===== src/rtl/ofc_pkg.sv =====
package ofc_pkg;
   typedef enum logic [1:0] {
      CAL_IDLE  = 2'd0,
      CAL_FORCE = 2'd1,
      CAL_WAIT  = 2'd2,
      CAL_STORE = 2'd3
   } cal_state_e;
endpackage


===== src/rtl/ofc_cal_seq.sv =====
module ofc_cal_seq
   import ofc_pkg::*;
(
   input  logic       clk,
   input  logic       rst_n,
   input  logic       start,
   input  logic       raw_valid,
   output cal_state_e state,
   output logic       force_zero,
   output logic       capture,
   output logic       commit
);
   cal_state_e nxt;

   always_comb begin
      nxt = state;
      unique case (state)
         CAL_IDLE:  if (start) nxt = CAL_FORCE;
         CAL_FORCE: nxt = CAL_WAIT;
         CAL_WAIT:  if (raw_valid) nxt = CAL_STORE;
         CAL_STORE: nxt = CAL_IDLE;
         default:   nxt = CAL_IDLE;
      endcase
   end

   always_ff @(posedge clk) begin
      if (!rst_n) state <= CAL_IDLE;
      else        state <= nxt;
   end

   assign force_zero = (state == CAL_FORCE) || (state == CAL_WAIT);
   assign capture    = (state == CAL_WAIT) && raw_valid;
   assign commit     = (state == CAL_STORE);

   AST_FZ_START: assert property (@(posedge clk) disable iff (!rst_n)
      (start && state == CAL_IDLE) |=> force_zero);
   AST_FZ_HOLD: assert property (@(posedge clk) disable iff (!rst_n)
      (force_zero && !capture) |=> force_zero);
   AST_FZ_DROP: assert property (@(posedge clk) disable iff (!rst_n)
      capture |=> !force_zero);
   AST_BUSY_IGNORE: assert property (@(posedge clk) disable iff (!rst_n)
      (state == CAL_WAIT) |=> (state == CAL_WAIT || state == CAL_STORE));
   AST_STORE_IDLE: assert property (@(posedge clk) disable iff (!rst_n)
      commit |=> (state == CAL_IDLE));
endmodule


===== src/rtl/ofc_offset_reg.sv =====
module ofc_offset_reg #(
   parameter int W = 10
) (
   input  logic                clk,
   input  logic                rst_n,
   input  logic                capture,
   input  logic signed [W-1:0] cap_value,
   input  logic                commit,
   output logic signed [W-1:0] offset
);
   logic signed [W-1:0] hold;

   always_ff @(posedge clk) begin
      if (!rst_n) begin
         hold   <= '0;
         offset <= '0;
      end else begin
         if (capture) hold   <= cap_value;
         if (commit)  offset <= hold;
      end
   end

   AST_OFS_HOLD: assert property (@(posedge clk) disable iff (!rst_n)
      !commit |=> $stable(offset));
   AST_OFS_LOAD: assert property (@(posedge clk) disable iff (!rst_n)
      commit |=> (offset == $past(hold)));
endmodule


===== src/rtl/ofc_sat_sub.sv =====
module ofc_sat_sub #(
   parameter int W        = 10,
   parameter bit SATURATE = 1'b1
) (
   input  logic signed [W-1:0] a,
   input  logic signed [W-1:0] b,
   output logic signed [W-1:0] y
);
   initial begin
      if (W < 2) $error("ofc_sat_sub: W must be at least 2");
   end

   generate
      if (SATURATE) begin : g_sat
         localparam logic signed [W:0] HI = {2'b00, {(W-1){1'b1}}};
         localparam logic signed [W:0] LO = {2'b11, {(W-1){1'b0}}};
         logic signed [W:0] diff;
         always_comb begin
            diff = {a[W-1], a} - {b[W-1], b};
            if (diff > HI)      y = HI[W-1:0];
            else if (diff < LO) y = LO[W-1:0];
            else                y = diff[W-1:0];
         end
      end else begin : g_wrap
         assign y = a - b;
      end
   endgenerate
endmodule


===== src/rtl/ofc_unit.sv =====
module ofc_unit
   import ofc_pkg::*;
#(
   parameter int DATA_W   = 10,
   parameter bit SATURATE = 1'b1
) (
   input  logic              clk,
   input  logic              rst_n,
   input  logic              cal_start,
   input  logic              fmt_bin,
   input  logic              raw_valid,
   input  logic [DATA_W-1:0] raw_data,
   output logic              force_zero,
   output logic              out_valid,
   output logic [DATA_W-1:0] out_data
);
   localparam int MSB = DATA_W - 1;

   initial begin
      if (DATA_W < 2 || DATA_W > 24) $error("ofc_unit: DATA_W out of range");
   end

   cal_state_e          state;
   logic                capture;
   logic                commit;
   logic signed [MSB:0] raw_signed;
   logic signed [MSB:0] offset;
   logic signed [MSB:0] corr;
   logic [MSB:0]        formatted;

   assign raw_signed = {~raw_data[MSB], raw_data[MSB-1:0]};

   ofc_cal_seq u_seq (
      .clk        (clk),
      .rst_n      (rst_n),
      .start      (cal_start),
      .raw_valid  (raw_valid),
      .state      (state),
      .force_zero (force_zero),
      .capture    (capture),
      .commit     (commit)
   );

   ofc_offset_reg #(.W(DATA_W)) u_ofs (
      .clk       (clk),
      .rst_n     (rst_n),
      .capture   (capture),
      .cap_value (raw_signed),
      .commit    (commit),
      .offset    (offset)
   );

   ofc_sat_sub #(.W(DATA_W), .SATURATE(SATURATE)) u_sub (
      .a (raw_signed),
      .b (offset),
      .y (corr)
   );

   assign formatted = fmt_bin ? {~corr[MSB], corr[MSB-1:0]} : corr;

   always_ff @(posedge clk) begin
      if (!rst_n) begin
         out_valid <= 1'b0;
         out_data  <= '0;
      end else begin
         out_valid <= raw_valid && !capture;
         if (raw_valid && !capture) out_data <= formatted;
      end
   end

   AST_LATENCY: assert property (@(posedge clk) disable iff (!rst_n)
      out_valid |-> $past(raw_valid));
   AST_CAL_SWALLOW: assert property (@(posedge clk) disable iff (!rst_n)
      capture |=> !out_valid);
   AST_DELIVER: assert property (@(posedge clk) disable iff (!rst_n)
      (raw_valid && !capture) |=> out_valid);

   generate
      if (SATURATE) begin : g_chk
         AST_NO_WRAP_POS: assert property (@(posedge clk) disable iff (!rst_n)
            (!raw_signed[MSB] && offset[MSB]) |-> !corr[MSB]);
         AST_NO_WRAP_NEG: assert property (@(posedge clk) disable iff (!rst_n)
            (raw_signed[MSB] && !offset[MSB]) |-> corr[MSB]);
      end
   endgenerate
endmodule


===== config.mk =====
export PLATFORM = sky130hd
export DESIGN_NAME = ofc_unit
export DESIGN_NICKNAME = d
export VERILOG_FILES = /design/src/rtl/ofc_pkg.sv /design/src/rtl/ofc_cal_seq.sv /design/src/rtl/ofc_offset_reg.sv /design/src/rtl/ofc_sat_sub.sv /design/src/rtl/ofc_unit.sv
export SDC_FILE = /design/constraint.sdc
export NUM_CORES = 1
export LEC_CHECK = 0
export CAP_MARGIN = 30
export CORE_MARGIN = 2
export CORE_UTILIZATION = 56
export CTS_CLUSTER_DIAMETER = 50
export CTS_CLUSTER_SIZE = 14
export DETAILED_ROUTE_END_ITERATION = 6
export DONT_BUFFER_PORTS = 1
export GPL_TIMING_DRIVEN = 0
export PLACE_DENSITY = 0.77
export SKIP_LAST_GASP = 1
export SLEW_MARGIN = 25
export SYNTH_ARGS = -nofsm -noshare
export SYNTH_HDL_FRONTEND = slang
export SYNTH_SLANG_ARGS = --single-unit
export TNS_END_PERCENT = 100

===== constraint.sdc =====
create_clock -name clk -period 2.4 [get_ports clk]
set_input_delay 0.24 -clock clk [delete_from_list [all_inputs] [get_ports clk]]
set_output_delay 0.24 -clock clk [all_outputs]
set_load 0.02 [all_outputs]

==> flow_summary.html <==
<table>
<tr><th>Metric</th><th>Value</th></tr>
<tr><th colspan="2">Run status</th></tr>
<tr><td>Outcome</td><td>completed</td></tr>
<tr><th colspan="2">Routing</th></tr>
<tr><td>Detail-routed via count per cell</td><td>around 5.5</td></tr>
<tr><td>Total length of routed wires</td><td>3.830 mm</td></tr>
<tr><td>Drt first pass iters</td><td>4</td></tr>
<tr><td>DRC violation total after the first TritonRoute iteration</td><td>45</td></tr>
<tr><td>Vias</td><td>1513</td></tr>
<tr><td>Routed wire length per instance</td><td>13.98 um</td></tr>
<tr><td>Post-detailed-route DRC marker count</td><td>0</td></tr>
<tr><td>ANT nets after route</td><td>0</td></tr>
<tr><th colspan="2">Synth</th></tr>
<tr><td>Sequential share of the synthesized area</td><td>between 30% and 40%</td></tr>
<tr><td>Post-synthesis net count</td><td>249</td></tr>
<tr><td>Number of distinct standard cells referenced by the synthesized netlist</td><td>41</td></tr>
<tr><td>Async set or reset register ratio after synthesis</td><td>0%</td></tr>
<tr><td>Number of flops mapped to enable cells by yosys</td><td>0</td></tr>
<tr><td>Synthesized flop and latch total</td><td>33</td></tr>
<tr><td>Ys Warns</td><td>0</td></tr>
<tr><td>Area of the mapped netlist</td><td>1879 sq um</td></tr>
<tr><td>Post-Synthesis Mean Instance Area</td><td>8.542 sq um</td></tr>
<tr><td>Primary flip-flop cell chosen by synthesis mapping</td><td>sky130_fd_sc_hd__dfxtp_1</td></tr>
<tr><td>Gate Count Post-Synth</td><td>220</td></tr>
<tr><th colspan="2">Timing</th></tr>
<tr><td># setup viols final</td><td>0</td></tr>
<tr><td>Final-report hold violation count</td><td>0</td></tr>
<tr><td>Setup TNS</td><td>0 ps</td></tr>
<tr><td>Setup WS post-layout</td><td>slightly above 200 ps</td></tr>
<tr><td>Minimum period implied by the final worst setup slack</td><td>about 2200 ps</td></tr>
<tr><td>Unrepaired setup endpoints after global routing</td><td>false</td></tr>
<tr><td>Worst-Margin Slew</td><td>834.5 ps</td></tr>
<tr><td>Maximum clock frequency</td><td>roughly 460 MHz</td></tr>
<tr><td>Worst-case hold slack</td><td>26.76 ps</td></tr>
<tr><td>Final clock skew</td><td>around 12 ps</td></tr>
<tr><td>Share of the clock period used by the worst path</td><td>91.40%</td></tr>
<tr><td>Relative max-transition margin</td><td>44.37%</td></tr>
<tr><td>Number of pins with negative max-slew slack in the final report</td><td>0</td></tr>
<tr><th colspan="2">Pwr</th></tr>
<tr><td>Total power density per cell area</td><td>about 810 nW/um^2</td></tr>
<tr><td>Final total power</td><td>1.652 mW</td></tr>
<tr><td>Leak pwr</td><td>0.7784 nW</td></tr>
<tr><td>Maximum ir drop on the vdd rail</td><td>approximately 0.62 mV</td></tr>
<tr><th colspan="2">Cells and area</th></tr>
<tr><td>Leading cell type in the layout, fill and taps excluded</td><td>sky130_fd_sc_hd__dfxtp_1</td></tr>
<tr><td>Final-stage net count</td><td>256</td></tr>
<tr><td>Layout overhead on the synthesized area</td><td>8.522%</td></tr>
<tr><td>Total area of multi-input combinational cells</td><td>1112 sq um</td></tr>
<tr><td>Fraction of layout cells with a size suffix above 1</td><td>7.456%</td></tr>
<tr><td>Fraction of the core area covered by cells at the end of the flow</td><td>just over 60%</td></tr>
<tr><td>Area taken by flip-flops and latches</td><td>660.6 sq um</td></tr>
<tr><td>Commonest cells after routing, fill and taps aside</td><td>sky130_fd_sc_hd__dfxtp_1 (33), sky130_fd_sc_hd__nand2_1 (23), sky130_fd_sc_hd__inv_1 (20), sky130_fd_sc_hd__a21oi_1 (15), sky130_fd_sc_hd__nor2b_1 (14)</td></tr>
<tr><td>Fill cell instance count of the final layout</td><td>289</td></tr>
<tr><td>Antenna diode instance count</td><td>0</td></tr>
<tr><th colspan="2">Clocking</th></tr>
<tr><td>Clock tree from TritonCTS</td><td>built</td></tr>
<tr><td>Clock transition at the registers of the reported paths</td><td>110 ps</td></tr>
<tr><td>Latest clock arrival within the worst-skew pair</td><td>350 ps</td></tr>
<tr><td>Root buffer selected by CTS</td><td>sky130_fd_sc_hd__clkbuf_4</td></tr>
<tr><td>Number of instances resized during post-cts repair</td><td>0</td></tr>
<tr><td>Clock Sinks</td><td>33</td></tr>
<tr><td>Quantity of hold-fixing buffers added after cts</td><td>0</td></tr>
<tr><td>Post-CTS Setup Inserts</td><td>0</td></tr>
<tr><td>Clock buffers created by TritonCTS</td><td>5</td></tr>
<tr><td>Maximum buffer depth of the clock tree</td><td>2</td></tr>
<tr><td>H-Tree Depth</td><td>2</td></tr>
<tr><th colspan="2">Flow run</th></tr>
<tr><td>Number of maximum-capacitance violations</td><td>0</td></tr>
<tr><th colspan="2">Worst hold path</th></tr>
<tr><td>Worst Hold Class</td><td>in -&gt; reg</td></tr>
<tr><th colspan="2">Setup path</th></tr>
<tr><td>Data arrival time at the worst-slack endpoint</td><td>2450 ps</td></tr>
<tr><td>Largest fanout of any net on the critical path</td><td>9</td></tr>
<tr><td>Setup crit start kind</td><td>flop</td></tr>
<tr><td>Kind of end point of the critical path</td><td>flop</td></tr>
<tr><td>Critical path type</td><td>reg -&gt; reg</td></tr>
<tr><td>CP Data Required Time</td><td>2650 ps</td></tr>
<tr><th colspan="2">Global route</th></tr>
<tr><td>Wire length of the first global-routing pass</td><td>6.106 mm</td></tr>
<tr><td>Number of global-route vias before repair</td><td>1413</td></tr>
<tr><td>Pin count of the biggest net entering global routing</td><td>12</td></tr>
<tr><td>Initial antenna violation count</td><td>0</td></tr>
<tr><td>Overall fraction of global-route tracks in use</td><td>22.37%</td></tr>
<tr><td>Total congestion overflow</td><td>0</td></tr>
<tr><th colspan="2">Floorplanning</th></tr>
<tr><td>Number of standard-cell rows in the floorplan</td><td>21</td></tr>
<tr><td>DIE HEIGHT</td><td>61.93 um</td></tr>
<tr><td>Core box area</td><td>around 3300 sq um</td></tr>
<tr><td>DIE WIDTH</td><td>61.93 um</td></tr>
<tr><td>Die Outline Area</td><td>3835 sq um</td></tr>
<tr><td>Count of boundary I/O pins</td><td>27</td></tr>
<tr><td>Starting utilization of the core area</td><td>57.22%</td></tr>
<tr><th colspan="2">Placed design</th></tr>
<tr><td>Port Buffers</td><td>0</td></tr>
<tr><td>HPWL after DPL</td><td>2.830 mm</td></tr>
<tr><td>Final estimated routing congestion in global placement</td><td>0.8055</td></tr>
<tr><td>Place WS</td><td>around 210 ps</td></tr>
</table>
critical path: stages, from the launching register on:
cell	delay, ps
sky130_fd_sc_hd__dfxtp_1	350
sky130_fd_sc_hd__inv_1	50
sky130_fd_sc_hd__ha_1	270
sky130_fd_sc_hd__buf_2	170
sky130_fd_sc_hd__a21oi_1	150
sky130_fd_sc_hd__o21bai_1	90
sky130_fd_sc_hd__a21oi_2	230
sky130_fd_sc_hd__nand4b_1	300
sky130_fd_sc_hd__and3_4	280
sky130_fd_sc_hd__a32o_1	200
logic make-up after synthesis:
| kind of cell | Yosys count | synth area share (%) |
|---|---|---|
| and+or+nand+nor | 67 | 18.31 |
| buffers and inverters | 28 | 5.659 |
| adders and majority gates | 14 | 9.721 |
| DFF | 33 | 35.15 |
| AOI/OAI and AO/OA | 61 | 22.37 |
| muxes | 13 | 6.924 |
| xor gates and xnor gates | 4 | 1.865 |
stage by stage:
step | area (sq um) | std cells
after floorplan | 1879 | 220
after global placement | 1937 | 266
after detailed placement | 1937 | 266
after CTS | 2039 | 274
after global routing | 2039 | 274
final | 2039 | 274
where the power goes:
group / switching (mW) / internal (mW) / leakage (nW)
clock: 0.196 / 0.322 / 0.0552
combinational: 0.246 / 0.165 / 0.454
sequential: 0.0947 / 0.627 / 0.269
total: 0.537 / 1.11 / 0.778
flip-flops by register name, indices dropped and copies added (netlist names):
register and cells:
u_ofs.offset 10, u_ofs.hold 10, out_valid 1, u_seq.state 2, out_data 10
path summary, 6_finish.rpt:
| kind | start | end | slack [ps] | cells past startpoint |
|---|---|---|---|---|
| worst max-delay path | u_ofs.offset[6] | out_data[1] | 210 | 9 |
| worst min-delay path | raw_data[3] | u_ofs.hold[3] | 30 | 2 |
| worst max register to register | u_ofs.offset[6] | out_data[1] | 210 | 9 |
| worst min register to register | u_ofs.hold[4] | u_ofs.hold[4] | 470 | 2 |
final cells by class:
type                       count  share of cell area, %
tap                           46                  2.822
buffer                         8                  1.534
clock inverter                 3                  3.190
clock buffer                   5                  1.840
multi-input combinational    159                  54.54
inverter                      20                  3.681
sequential                    33                  32.39
synth_stat cells, types with 2 or more instances:
cell | count | share of area [%]
sky130_fd_sc_hd__dfxtp_1 | 33 | 35
sky130_fd_sc_hd__nand2_1 | 23 | 4.6
sky130_fd_sc_hd__inv_1 | 20 | 4.0
sky130_fd_sc_hd__a21oi_1 | 15 | 4.0
sky130_fd_sc_hd__nor2b_1 | 14 | 4.7
sky130_fd_sc_hd__ha_1 | 13 | 8.7
sky130_fd_sc_hd__mux2i_1 | 13 | 6.9
sky130_fd_sc_hd__o21ai_0 | 11 | 2.9
sky130_fd_sc_hd__a21boi_0 | 9 | 3.6
sky130_fd_sc_hd__nor2_1 | 8 | 1.6
sky130_fd_sc_hd__clkbuf_1 | 7 | 1.4
sky130_fd_sc_hd__nand3_1 | 5 | 1.3
sky130_fd_sc_hd__nand2b_1 | 4 | 1.3
sky130_fd_sc_hd__a31oi_1 | 3 | 1.0
sky130_fd_sc_hd__nor3_1 | 3 | 0.80
sky130_fd_sc_hd__o2111ai_1 | 3 | 1.4
sky130_fd_sc_hd__o22ai_1 | 3 | 1.0
sky130_fd_sc_hd__a21o_1 | 2 | 0.80
sky130_fd_sc_hd__a31o_2 | 2 | 0.93
sky130_fd_sc_hd__a32o_1 | 2 | 1.1
sky130_fd_sc_hd__and3_1 | 2 | 0.67
sky130_fd_sc_hd__nand4_1 | 2 | 0.67
sky130_fd_sc_hd__o211a_1 | 2 | 1.1
sky130_fd_sc_hd__o311ai_0 | 2 | 0.93
sky130_fd_sc_hd__xnor2_1 | 2 | 0.93
sky130_fd_sc_hd__xor2_1 | 2 | 0.93
layer usage:
metal | up-vias | GRT usage [%] | wire (um)
met5 | - | 0 | 0
met4 | 0 | 13.37 | 119
met3 | 12 | 8.696 | 291
met2 | 39 | 32.63 | 1652
met1 | 675 | 27.86 | 1766
li1 | 787 | - | -
Note: power is estimated with default switching activity, not from simulation.
